File: config.mk
export PLATFORM = sky130hd
export DESIGN_NAME = seg_xlate
export DESIGN_NICKNAME = d
export VERILOG_FILES = /design/src/rtl/seg_xlate_pkg.sv /design/src/rtl/seg_regfile.sv /design/src/rtl/seg_hash.sv /design/src/rtl/seg_classify.sv /design/src/rtl/seg_xlate.sv
export SDC_FILE = /design/constraint.sdc
export NUM_CORES = 1
export LEC_CHECK = 0
export BUFFER_PORTS_ARGS = -buffer_cell sky130_fd_sc_hd__buf_2
export CAP_MARGIN = 20
export CORE_AREA = 2 2 228 230
export CTS_CLUSTER_SIZE = 8
export DETAILED_ROUTE_END_ITERATION = 12
export DIE_AREA = 0 0 230 232
export PLACE_DENSITY_LB_ADDON = 0.08
export SLEW_MARGIN = 20
export SYNTH_ARGS = -nofsm -noshare
export SYNTH_HDL_FRONTEND = slang
export SYNTH_SLANG_ARGS = --single-unit
File: constraint.sdc
create_clock -name clk -period 2.9 [get_ports clk]
set_input_delay 0.145 -clock clk [delete_from_list [all_inputs] [get_ports clk]]
set_output_delay 0.145 -clock clk [all_outputs]
set_load 0.1 [all_outputs]
File: src/rtl/seg_xlate_pkg.sv
package seg_xlate_pkg;

    localparam int VA_W       = 32;
    localparam int PAGE_SHIFT = 12;
    localparam int VSID_W     = 24;
    localparam int PIDX_W     = 16;
    localparam int API_W      = 6;
    localparam int HASH_W     = 19;
    localparam int GRP_SHIFT  = 6;
    localparam int LOW_W      = 16;
    localparam int TAG_W      = VSID_W + API_W;
    localparam int RPN_W      = VA_W - PAGE_SHIFT;
    localparam int CTL_W      = 4;

    typedef enum logic [2:0] {
        CL_INT   = 3'd0,
        CL_CODE  = 3'd1,
        CL_FLOAT = 3'd2,
        CL_RES   = 3'd3,
        CL_CACHE = 3'd4,
        CL_EXT   = 3'd5
    } acc_class_e;

    typedef enum logic [2:0] {
        ST_OK        = 3'd0,
        ST_DS_OK     = 3'd1,
        ST_NOT_FOUND = 3'd2,
        ST_PROT      = 3'd3,
        ST_NO_EXEC   = 3'd4,
        ST_DS_ERR    = 3'd5
    } xl_status_e;

    typedef enum logic [1:0] {
        SR_GRANT = 2'd0,
        SR_MISS  = 2'd1,
        SR_DENY  = 2'd2
    } srch_resp_e;

    typedef enum logic [2:0] {
        PL_BYPASS,
        PL_SEARCH,
        PL_NO_EXEC,
        PL_DS_GRANT,
        PL_DS_DENY,
        PL_DS_PASS,
        PL_DS_FAIL
    } plan_e;

    typedef enum logic [1:0] {
        S_IDLE,
        S_PRIMARY,
        S_SECONDARY,
        S_REPORT
    } fsm_e;

endpackage

File: src/rtl/seg_regfile.sv
module seg_regfile #(
    parameter int NSEG = 16,
    parameter int DW   = 32,
    localparam int IW  = $clog2(NSEG),
    localparam int SW  = IW + 1
) (
    input  logic          clk,
    input  logic          rst_n,
    input  logic          wr_en,
    input  logic [SW-1:0] wr_sel,
    input  logic [DW-1:0] wr_data,
    input  logic [IW-1:0] rd_idx,
    output logic [DW-1:0] rd_seg,
    output logic [DW-1:0] tbl_base
);

    logic [DW-1:0] seg_arr [NSEG];

    genvar g;
    generate
        for (g = 0; g < NSEG; g++) begin : g_seg
            logic [DW-1:0] ent_q;
            always_ff @(posedge clk or negedge rst_n) begin
                if (!rst_n) begin
                    ent_q <= '0;
                end else if (wr_en && wr_sel == SW'(g)) begin
                    ent_q <= wr_data;
                end
            end
            assign seg_arr[g] = ent_q;
        end
    endgenerate

    logic [DW-1:0] base_q;
    always_ff @(posedge clk or negedge rst_n) begin
        if (!rst_n) begin
            base_q <= '0;
        end else if (wr_en && wr_sel == SW'(NSEG)) begin
            base_q <= wr_data;
        end
    end

    assign rd_seg   = seg_arr[rd_idx];
    assign tbl_base = base_q;

endmodule

File: src/rtl/seg_hash.sv
module seg_hash
    import seg_xlate_pkg::*;
(
    input  logic [VSID_W-1:0]       vsid,
    input  logic [PIDX_W-1:0]       pidx,
    input  logic [VA_W-LOW_W-1:0]   base_hi,
    input  logic [HASH_W+GRP_SHIFT-LOW_W-1:0] base_sz,
    output logic [VA_W-1:0]         pri_group,
    output logic [VA_W-1:0]         sec_group,
    output logic [TAG_W-1:0]        tag
);

    localparam int HM_W = HASH_W + GRP_SHIFT;
    localparam int SZ_W = HM_W - LOW_W;

    logic [HASH_W-1:0] fold;
    logic [HM_W-1:0]   pri_h;
    logic [HM_W-1:0]   sec_h;
    logic [HM_W-1:0]   mask;
    logic [VA_W-1:0]   base_top;

    assign fold     = vsid[HASH_W-1:0] ^ HASH_W'(pidx);
    assign pri_h    = {fold, {GRP_SHIFT{1'b0}}};
    assign sec_h    = {~fold, {GRP_SHIFT{1'b0}}};
    assign mask     = {base_sz[SZ_W-1:0], {(LOW_W-GRP_SHIFT){1'b1}}, {GRP_SHIFT{1'b0}}};
    assign base_top = {base_hi, {LOW_W{1'b0}}};

    assign pri_group = base_top | VA_W'(pri_h & mask);
    assign sec_group = base_top | VA_W'(sec_h & mask);
    assign tag       = {vsid, pidx[PIDX_W-1 -: API_W]};

endmodule

File: src/rtl/seg_classify.sv
module seg_classify
    import seg_xlate_pkg::*;
(
    input  logic [CTL_W-1:0] seg_ctl,
    input  logic [2:0]       cls,
    input  logic             wr,
    input  logic             user,
    input  logic             xen_code,
    input  logic             xen_data,
    output plan_e            plan,
    output logic             key,
    output logic             eff_write
);

    logic       is_code;
    logic       ds_seg;
    logic       noexec;
    acc_class_e c;

    assign c         = acc_class_e'(cls);
    assign is_code   = (c == CL_CODE);
    assign ds_seg    = seg_ctl[3];
    assign noexec    = seg_ctl[0];
    assign key       = (seg_ctl[1] & user) | (seg_ctl[2] & ~user);
    assign eff_write = wr & ~is_code;

    always_comb begin
        plan = PL_SEARCH;
        if (is_code ? !xen_code : !xen_data) begin
            plan = PL_BYPASS;
        end else if (ds_seg) begin
            unique case (c)
                CL_INT: begin
                    if (eff_write ? key : !key) plan = PL_DS_GRANT;
                    else                        plan = PL_DS_DENY;
                end
                CL_CACHE: plan = PL_DS_PASS;
                default:  plan = PL_DS_FAIL;
            endcase
        end else if (is_code && noexec) begin
            plan = PL_NO_EXEC;
        end
    end

endmodule

File: src/rtl/seg_xlate.sv
module seg_xlate
    import seg_xlate_pkg::*;
#(
    parameter int NSEG = 16,
    localparam int IW  = $clog2(NSEG),
    localparam int SW  = IW + 1
) (
    input  logic                clk,
    input  logic                rst_n,
    input  logic                cfg_we,
    input  logic [SW-1:0]       cfg_sel,
    input  logic [VA_W-1:0]     cfg_wdata,
    input  logic                xen_code,
    input  logic                xen_data,
    input  logic                user_mode,
    input  logic                req_valid,
    input  logic [VA_W-1:0]     req_addr,
    input  logic                req_write,
    input  logic [2:0]          req_class,
    output logic                srch_req,
    output logic                srch_hsel,
    output logic [VA_W-1:0]     srch_group,
    output logic [TAG_W-1:0]    srch_tag,
    output logic                srch_key,
    output logic                srch_write,
    input  logic                srch_done,
    input  logic [1:0]          srch_status,
    input  logic [RPN_W-1:0]    srch_rpn,
    input  logic [1:0]          srch_rights,
    output logic                done,
    output logic [2:0]          status,
    output logic [VA_W-1:0]     real_addr,
    output logic [1:0]          rights
);

    localparam int HM_W = HASH_W + GRP_SHIFT;

    logic [VA_W-1:0]   seg_live;
    logic [VA_W-1:0]   base;
    plan_e             plan;
    logic              key_live;
    logic              wr_live;

    fsm_e              state_q, state_d;
    logic [VSID_W-1:0] vsid_q;
    logic [PIDX_W-1:0] pidx_q;
    logic              key_q;
    logic              wr_q;
    logic              pri_deny_q;
    logic [2:0]        st_q;
    logic [VA_W-1:0]   ra_q;
    logic [1:0]        rt_q;

    logic [VA_W-1:0]   grp_pri, grp_sec;
    logic [TAG_W-1:0]  tag_w;
    srch_resp_e        resp;
    logic              accept;

    logic unused_bits;
    assign unused_bits = ^{seg_live[VA_W-CTL_W-1:VSID_W], base[LOW_W-1:HM_W-LOW_W]};

    seg_regfile #(.NSEG(NSEG), .DW(VA_W)) u_regs (
        .clk      (clk),
        .rst_n    (rst_n),
        .wr_en    (cfg_we),
        .wr_sel   (cfg_sel),
        .wr_data  (cfg_wdata),
        .rd_idx   (req_addr[VA_W-1 -: IW]),
        .rd_seg   (seg_live),
        .tbl_base (base)
    );

    seg_classify u_cls (
        .seg_ctl   (seg_live[VA_W-1 -: CTL_W]),
        .cls       (req_class),
        .wr        (req_write),
        .user      (user_mode),
        .xen_code  (xen_code),
        .xen_data  (xen_data),
        .plan      (plan),
        .key       (key_live),
        .eff_write (wr_live)
    );

    seg_hash u_hash (
        .vsid      (vsid_q),
        .pidx      (pidx_q),
        .base_hi   (base[VA_W-1:LOW_W]),
        .base_sz   (base[HM_W-LOW_W-1:0]),
        .pri_group (grp_pri),
        .sec_group (grp_sec),
        .tag       (tag_w)
    );

    assign resp   = srch_resp_e'(srch_status);
    assign accept = (state_q == S_IDLE) && req_valid;

    // State register
    always_ff @(posedge clk or negedge rst_n) begin
        if (!rst_n) state_q <= S_IDLE;
        else        state_q <= state_d;
    end

    // Next state
    always_comb begin
        state_d = state_q;
        unique case (state_q)
            S_IDLE: begin
                if (req_valid) begin
                    state_d = (plan == PL_SEARCH) ? S_PRIMARY : S_REPORT;
                end
            end
            S_PRIMARY: begin
                if (srch_done) begin
                    state_d = (resp == SR_GRANT) ? S_REPORT : S_SECONDARY;
                end
            end
            S_SECONDARY: begin
                if (srch_done) state_d = S_REPORT;
            end
            S_REPORT: state_d = S_IDLE;
            default:  state_d = S_IDLE;
        endcase
    end

    // Request capture and result registers
    always_ff @(posedge clk or negedge rst_n) begin
        if (!rst_n) begin
            vsid_q     <= '0;
            pidx_q     <= '0;
            key_q      <= 1'b0;
            wr_q       <= 1'b0;
            pri_deny_q <= 1'b0;
            st_q       <= ST_OK;
            ra_q       <= '0;
            rt_q       <= '0;
        end else begin
            if (accept) begin
                vsid_q <= seg_live[VSID_W-1:0];
                pidx_q <= req_addr[PAGE_SHIFT +: PIDX_W];
                key_q  <= key_live;
                wr_q   <= wr_live;
                ra_q   <= '0;
                rt_q   <= '0;
                unique case (plan)
                    PL_BYPASS: begin
                        st_q <= ST_OK;
                        ra_q <= {req_addr[VA_W-1:PAGE_SHIFT], {PAGE_SHIFT{1'b0}}};
                        rt_q <= 2'b11;
                    end
                    PL_NO_EXEC:  st_q <= ST_NO_EXEC;
                    PL_DS_GRANT: begin
                        st_q <= ST_DS_OK;
                        ra_q <= req_addr;
                        rt_q <= wr_live ? 2'b10 : 2'b01;
                    end
                    PL_DS_DENY: st_q <= ST_PROT;
                    PL_DS_PASS: begin
                        st_q <= ST_OK;
                        ra_q <= req_addr;
                    end
                    PL_DS_FAIL: st_q <= ST_DS_ERR;
                    default:    st_q <= ST_NOT_FOUND;
                endcase
            end
            if (srch_done && (state_q == S_PRIMARY || state_q == S_SECONDARY)) begin
                if (resp == SR_GRANT) begin
                    st_q <= ST_OK;
                    ra_q <= {srch_rpn, {PAGE_SHIFT{1'b0}}};
                    rt_q <= srch_rights;
                end else if (state_q == S_PRIMARY) begin
                    pri_deny_q <= (resp != SR_MISS);
                end else if (resp == SR_MISS) begin
                    st_q <= pri_deny_q ? ST_PROT : ST_NOT_FOUND;
                    ra_q <= '0;
                    rt_q <= '0;
                end else begin
                    st_q <= ST_PROT;
                    ra_q <= '0;
                    rt_q <= '0;
                end
            end
        end
    end

    // Outputs
    always_comb begin
        srch_req   = 1'b0;
        srch_hsel  = 1'b0;
        done       = 1'b0;
        unique case (state_q)
            S_PRIMARY:   srch_req = 1'b1;
            S_SECONDARY: begin
                srch_req  = 1'b1;
                srch_hsel = 1'b1;
            end
            S_REPORT:    done = 1'b1;
            default:     ;
        endcase
        srch_group = srch_hsel ? grp_sec : grp_pri;
        srch_tag   = tag_w;
        srch_key   = key_q;
        srch_write = wr_q;
        status     = st_q;
        real_addr  = ra_q;
        rights     = rt_q;
    end

endmodule

# Word-level counts from Yosys, hierarchy flattened
# Cells that the tools add are included.
# word_totals
elab_cells	145
input_bits	105
ramBits	0
latch_bits	0
ff_bits	626
memories	0
mem_bits_ro	0
out_inout_bits	104
# classes
shifts	0
n_div	0
order_cmp	1
n_bitwise	14
n_addsub	0
mul	0
muxes	38
eq_ne	32
n_reduce_logical	34
# op_table
op	n
$mux 32	7
$bmux 32 s4	1
$or 32x32->32	2
$pmux 32 s2	1
$and 25x25->25	2
$eq 5x4->1 const B	8
$mux 3	7
$eq 5x3->1 const B	4
$logic_and 1x1->1	20
$mux 2	10
$not 19->19	1
$xor 19x16->19	1
$pmux 3 s5	1
$eq 3x3->1 const B	4
$eq 5x2->1 const B	2
$mux 1	8
$pmux 2 s4	1
$eq 3x1->1 const B	2
$eq 3x2->1 const B	2
$logic_not 3->1	2
$ne 2x2->1 const B	3
$pmux 3 s2	1
$reduce_and 3->1	2
$reduce_or 2->1	3
other kinds (15)	24

# Depth between registers and ports, before layout
# Gate-level depths: netlist of run 1.
# depth
word_depth	19
mapped_depth	10
ltp_nobuf	8

# Modules after synthesis
# From an unflattened synthesis of run 1, not the netlist that was laid out.
# unflattened
hier_cells	2018
hier_area_um2	29270.6
# modules_own_cells
module	cells_each	n_inst	area_per_inst_um2	seq_area_each_um2
seg_regfile	1472	1	24139.4	13613.1
seg_xlate	421	1	4239.1	2052.0
seg_hash	110	1	770.7	0.0
seg_classify	15	1	121.4	0.0

# Worst setup path before layout of run 1
# Ideal clock, no wire load.
# synth_path
path_kind	reg-to-output
startpoint	register state_q[0]
endpoint	output srch_group[14]
n_path_buf	2
arrival_time_ns	4.047
stages_incl_launch_ff	7
t_required_ns	2.755
setup_slack_ns	-1.292
cell_sequence	dfrtp_1 > inv_1 > ha_1 > clkbuf_1 > clkbuf_1 > xnor2_1 > xnor2_1
# synth_via
elab_chain_cells	3
# synth_lines
item	line	rtl
start, declared	seg_xlate.sv:44	fsm_e state_q, state_d;
start signal, assigned	seg_xlate.sv:101	else state_q <= state_d;
$eq 2x2->1	seg_xlate.sv:191	unique case (state_q)
$mux 1	seg_xlate.sv:191	
via srch_hsel	seg_xlate.sv:21	output logic srch_hsel,
$mux 32	seg_xlate.sv:200	srch_group = srch_hsel ? grp_sec : grp_pri;
end, declared	seg_xlate.sv:22	output logic [VA_W-1:0] srch_group,
# The timed path passes the listed nets, and every way through them passes these cells.

# Final worst setup path of run 1
# layout_path
startpoint	register state_q[0]
endpoint	output srch_group[12]
# layout_via
elab_chain_cells	3
# layout_lines
item	line
$eq 2x2->1	seg_xlate.sv:191
$mux 1	seg_xlate.sv:191
$mux 32	seg_xlate.sv:200
# No other way between the ends.

==> results.toml, run 1 <==
[run_status]
outcome = "complete, no violations"

[routing]
drc = 0
routedWlPerCell_um = 24.53
dr_total_vias = 15710
antenna_left = 0
drt-total-wl_mm = 66.51
initialDrtViolationCount = 962
drtPass1Iterations = 7
viasPerCell = 5.795

[sta]
min_period_over_period = 0.9177
final.setup.tns_ps = 0
slew_viol_final = 0
fin_worst_skew_ps = 9.924
max_slew.worst_pin.slew_ps = 867.7
whs_ps = 24.40
hold_viol = 0
fin_crit_ps = 2661
rsz0062_at_grt = "no"
slew_headroom = 0.4215
max_freq_ghz = 0.3758
finalSetupViolations = 0

[synth]
synth_cells = 1739
synth.area.top_cells = "dfrtp_1 55%, mux2_2 21%, mux4_2 11%"
ys_ff_latch = 555
synth_area_um2 = 25310
synthDistinctLibCells = 47
synth.top_cell.area_share = 0.5488
syn-mean-instance-area_um2 = 14.55
yosysWarnings = 0
yosysMostFrequentCell = "dfrtp_1"
synth_top_area_cell = "dfrtp_1"
synth_flop_cell = "dfrtp_1"
synthTopCellsByCount = "555 x dfrtp_1, 473 x mux2_2, 167 x nand2_1"
synth-edff-count = 0
synthArstFlopShare = 1.000
ys_seq_area_frac = 0.5488

[clock_tree]
cts_tree = "built"
cts_root_buf = "clkbuf_16"
insertion_delay_ps = 590
numCtsBuffers = 79
clkTransAtPathRegs_ps = 50
clk_path_buf_depth = 3
cts.sinks = 555
htreeDepth = 3

[power_and_ir_drop]
power.total_uw = 28640
cellLeakagePower_uw = 0.01430
peakVddDrop_uv = 1187
pwr_density_cell_nw_per_um2 = 946.9

[final_layout]
nets = 2136
seqCellArea_um2 = 13890
syn_to_final_growth_pct = 19.53
diodes = 0
stdcell_area_um2 = 30250
final_cells = 2711
fillerInstances = 3981
drive_above_1_share = 0.4879
multi_input_area_um2 = 10960

[critical_path]
crit_path_cell_trace = "inv_1 -> ha_4 -> buf_4 -> xnor2_2 -> buf_2"
cp_max_fo = 15
arrival_ps = 2520
crit_slowest_cell = "buf_2"
critPathMaxStageDelay_ps = 440
critPathKind = "flop to primary output"
cp-end-kind = "primary output"
worst_setup_path_start_kind = "flop"
worst_ep_required_time_ps = 2760

[placement]
place.gp.congestion = 0.8308
port-buffer-count = 202
post-dp-hpwl_mm = 40.65
dpl_cell_area_um2 = 27440
dp.cells = 2551

[grt]
grt_first_pass_wirelength_mm = 102.8
antenna_found_initial = 3
grt_pass1_vias = 16640
grt_overflow = 0
grt_start_max_net_pins = 94
grtUsageTotal = 0.2554

[floorplan]
coreArea_um2 = 50890
fp-row-count = 83
dieArea_um2 = 53360
io_pins = 209
die_height_um = 232
die_x_um = 230
start_util = 0.4973

[worst_hold_path]
hp-class = "primary input to flop"

[flow_run]
cap_violations = 0
[state kept, by name, indices dropped and copies added (netlist names)]
register,count
u_regs.g_seg.ent_q,448
real_addr,32
u_regs.tbl_base,25
vsid_q,24
pidx_q,16
status,3
rights,2
state_q,2
pri_deny_q,1
srch_key,1
srch_write,1
[critical path, delay by kind of cell, from the launching register on]
| family | cells | cell delay [ps] |
|---|---|---|
| buffers and inverters | 3 | 950 |
| adder cells (fa/ha/maj) | 1 | 430 |
| flip-flops | 1 | 400 |
| XOR/XNOR | 1 | 140 |
[power by group]
part	switching (uW)	internal (uW)
clock network	3150	4880
logic	6930	3200
registers	1040	9440
total	11100	17500
[layer usage]
layer	global-route usage	up-vias	routed length [um]
li1	-	6869	-
met1	0.3659	8377	30820
met2	0.4091	394	31320
met3	0.04212	64	3397
met4	0.06593	6	937
met5	0	-	28
[final timing paths]
| kind | startpoint | end | slack [ps] | cells after the start |
|---|---|---|---|---|
| hold / removal | cfg_wdata[22] | u_regs.tbl_base[22] | 20 | 2 |
| min in group asynchronous | rst_n | pidx_q[7] | 220 | 2 |
| max in group asynchronous | rst_n | u_regs.g_seg[6].ent_q[17] | 1720 | 3 |
| setup reg to reg | u_regs.g_seg[15].ent_q[31] | real_addr[0] | 240 | 6 |
| hold reg to reg | vsid_q[23] | vsid_q[23] | 470 | 2 |
| setup / recovery | state_q[0] | srch_group[12] | 240 | 5 |
[placed cells by master, fill, tap and decap left out, drive strengths merged, types with 5 or more instances in the layout]
cell / synthesis / layout
inv: 6 / 10
a22o: 30 / 30
nor2: 25 / 25
ha: 5 / 5
conb: 1 / 6
mux4: 127 / 127
buf: 41 / 271
clkbuf: 103 / 81
a22oi: 7 / 7
and3: 5 / 5
mux2i: 21 / 21
xnor2: 32 / 32
o21ba: 16 / 16
mux2: 473 / 473
dfrtp: 555 / 555
a21oi: 43 / 43
and2: 5 / 5
nor2b: 11 / 11
nand3: 5 / 5
nand4: 5 / 5
o21ai: 10 / 10
dlygate4sd3: 0 / 74
a21o: 14 / 14
nand2: 167 / 167
[kinds of logic (layout without fill, tap and decap cells)]
group,count (synthesis),after routing,share of synthesized area
buffers and inverters,150,437,0.02600
flip-flops,555,555,0.5488
XOR/XNOR,36,36,0.01246
other,1,6,0.0001482
AO/OA/AOI/OAI,131,131,0.03752
AND/OR/NAND/NOR,240,240,0.04084
adder cells (fa/ha/maj),5,5,0.002472
multiplexers,621,621,0.3318
[what timing repair did]
action                     CTS  global route
hold endpoints to repair   209             0
buffers inserted             0             0
setup endpoints to repair    0             0
gates resized for setup      0             0
hold buffers                74             0
[stage by stage]
step                  util  setup WS (ps)
floorplan                -         0.9233
global placement    0.5392          235.0
detailed placement  0.5392          189.8
CTS                 0.5945          182.0
global route        0.5945          90.59
finish              0.5945          238.8
[final cells by class]
cell class,instances,share of cell area
flip-flops and latches,555,0.4591
multi-input cells,1039,0.3622
repair buffers,345,0.08144
clock buffers,81,0.06701
well taps,680,0.02813
clock inverters,5,0.001406
inverters,6,0.0007445
Power figures use the tool's default switching activity.
==> inputs of run 2 (changes only) <==
--- a/config.mk
+++ b/config.mk
@@ -7,10 +7,10 @@
 export LEC_CHECK = 0
 export BUFFER_PORTS_ARGS = -buffer_cell sky130_fd_sc_hd__buf_2
 export CAP_MARGIN = 20
-export CORE_AREA = 2 2 228 230
+export CORE_AREA = 2 2 272 194
 export CTS_CLUSTER_SIZE = 8
 export DETAILED_ROUTE_END_ITERATION = 12
-export DIE_AREA = 0 0 230 232
+export DIE_AREA = 0 0 274 196
 export PLACE_DENSITY_LB_ADDON = 0.08
 export SLEW_MARGIN = 20
 export SYNTH_ARGS = -nofsm -noshare
==> run 2 against run 1 <==
Cell count fell by 0.30%. Sequential share of layout area is 0.059 points higher. Register-to-register slack lost 50 ps. Non-clock buffer count down 12. Maximum frequency fell by 1.7%. Power grew 0.51%. Worst setup slack got worse by 46 ps. Sequential power is essentially flat. Worst hold slack better by 6.7 ps. Final area is 0.13% lower. Critical path type is now flop to flop. Critical endpoint is now real_addr[10]. Largest power group unchanged.
==> results.toml, run 2 (synthesis gave the netlist of run 1 again) <==
[routing]
viasPerCell = 5.913
drt-total-wl_mm = 68.90
drtPass1Iterations = 7
drc = 0
routedWlPerCell_um = 25.49
dr_total_vias = 15980
antenna_left = 0
initialDrtViolationCount = 1122

[power_and_ir_drop]
seqPwrFrac = 0.366
cellLeakagePower_uw = 0.01425
pwr_density_cell_nw_per_um2 = 952.9
peakVddDrop_uv = 2474
comb_power_share = 0.354
p_sw_uw = 11340
clkPwrFrac = 0.281
intPower_uw = 17450
sw_frac_of_total = 0.3939

[critical_path]
startpoint = "u_regs.g_seg[14].ent_q[31]"
arrival_ps = 3250
r2r_cells = 6
reg2reg_from = "u_regs.g_seg[14].ent_q[31]"
critPathKind = "flop to flop"
worst_ep_required_time_ps = 3450
worst_setup_path_start_kind = "flop"
cp_max_fo = 16
cp-end-kind = "flop"

[clock_tree]
cts_tree = "built"
clk_path_buf_depth = 3
cts_resized = 0
numCtsBuffers = 79
insertion_delay_ps = 620
cts_root_buf = "clkbuf_16"
htreeDepth = 3
clkTransAtPathRegs_ps = 50
postCtsSetupBuffers = 0
cts.sinks = 555

[placement]
dp.cells = 2538
place.gp.congestion = 0.8188
post-dp-hpwl_mm = 41.58
port-buffer-count = 202

[final_layout]
syn_to_final_growth_pct = 19.38
top_register = "u_regs.g_seg.ent_q"
final_cells = 2703
largest_reg_flops = 448
drive_above_1_share = 0.4829
nets = 2124
diodes = 0
fillerInstances = 4040
final_cell_mix = "555 x dfrtp_1, 473 x mux2_2, 199 x buf_2"
final_common_cell = "dfrtp_1"

[floorplan]
die_height_um = 196
dieArea_um2 = 53700
die_x_um = 274
fp-row-count = 70
coreArea_um2 = 51320
io_pins = 209
start_util = 0.4931

[sta]
final.setup.tns_ps = 0
max_slew.worst_pin.slew_ps = 918.8
max_freq_ghz = 0.3694
fin_worst_skew_ps = 23.50
finalSetupViolations = 0
slew_viol_final = 0
rsz0062_at_grt = "no"
hold_viol = 0
min_period_over_period = 0.9334
fin_crit_ps = 2707
slew_headroom = 0.3853

[run_status]
outcome = "complete, no violations"

[worst_hold_path]
hp-start = "cfg_wdata[21]"
min_path_cells = 2
hp-class = "primary input to flop"

[grt]
grt_start_max_net_pins = 139
grt_overflow = 0
grt_pass1_vias = 16750
antenna_found_initial = 5
grtUsageTotal = 0.2628
grt_first_pass_wirelength_mm = 105.0

[flow_run]
cap_violations = 0
-- run 2: cell count changes in the layout (fill, tap and decap cells not counted), sizes merged --
cell,delta
buf,-16
clkbuf,-2
clkinv,+4
dlygate4sd3,+4
inv,-2
-- run 2: final cells by class --
class                   count  area, um2  share of cell area
repair buffers            333       2409             0.07972
flip-flops and latches    555      13890              0.4597
clock inverters             7      103.9            0.003437
well taps                 684      855.8             0.02833
multi-input cells        1039      10960              0.3626
clock buffers              79       1977             0.06544
inverters                   6      22.52           0.0007455
-- run 2: path summary, 6_finish.rpt --
path                            slack (ps)                         end
worst min register to register         470                  vsid_q[22]
max in group asynchronous             1940  u_regs.g_seg[13].ent_q[14]
worst max-delay path                   190               real_addr[10]
worst max register to register         190               real_addr[10]
min in group asynchronous              150   u_regs.g_seg[10].ent_q[6]
worst min-delay path                    30         u_regs.tbl_base[21]
-- run 2: power groups by stage --
stage	sequential (uW)	clock (uW)	combinational, uW
floorplan	12100	0	6460
global placement	10500	0	9990
detailed placement	10600	0	10100
CTS	10500	8250	10200
global route	10700	8570	10700
finish	10500	8080	10200
-- run 2: critical path: stages (launching register included) --
cell	delay, ps
dfrtp_1	380
mux4_2	480
mux4_2	550
o31ai_2	340
nand2b_1	140
a31oi_4	500
a22o_1	240
-- run 2: routing by layer --
layer	part of all wire	global-route usage	up-vias
li1	-	-	6834
met1	0.47	0.3855	8620
met2	0.47	0.4084	401
met3	0.045	0.04443	121
met4	0.021	0.07065	6
met5	0.00046	0.002722	-
-- run 2: timing repair --
item	4_1_cts	5_1_grt
hold buffers	79	0
hold endpoints to repair	780	0
setup endpoints to repair	0	0
-- run 2: per-stage QoR --
stage	util	power, uW	setup WS, ps	hold WS [ps]	area (um2)
detailed placement	0.5325	20710	174.7	30.07	27330
finish	0.5886	28790	193.3	31.11	30210
CTS	0.5886	28990	155.9	0.01882	30210
global placement	0.5325	20530	271.3	28.29	27330
floorplan	-	18560	0.9233	-150.6	25430
global route	0.5886	29980	52.51	44.68	30210
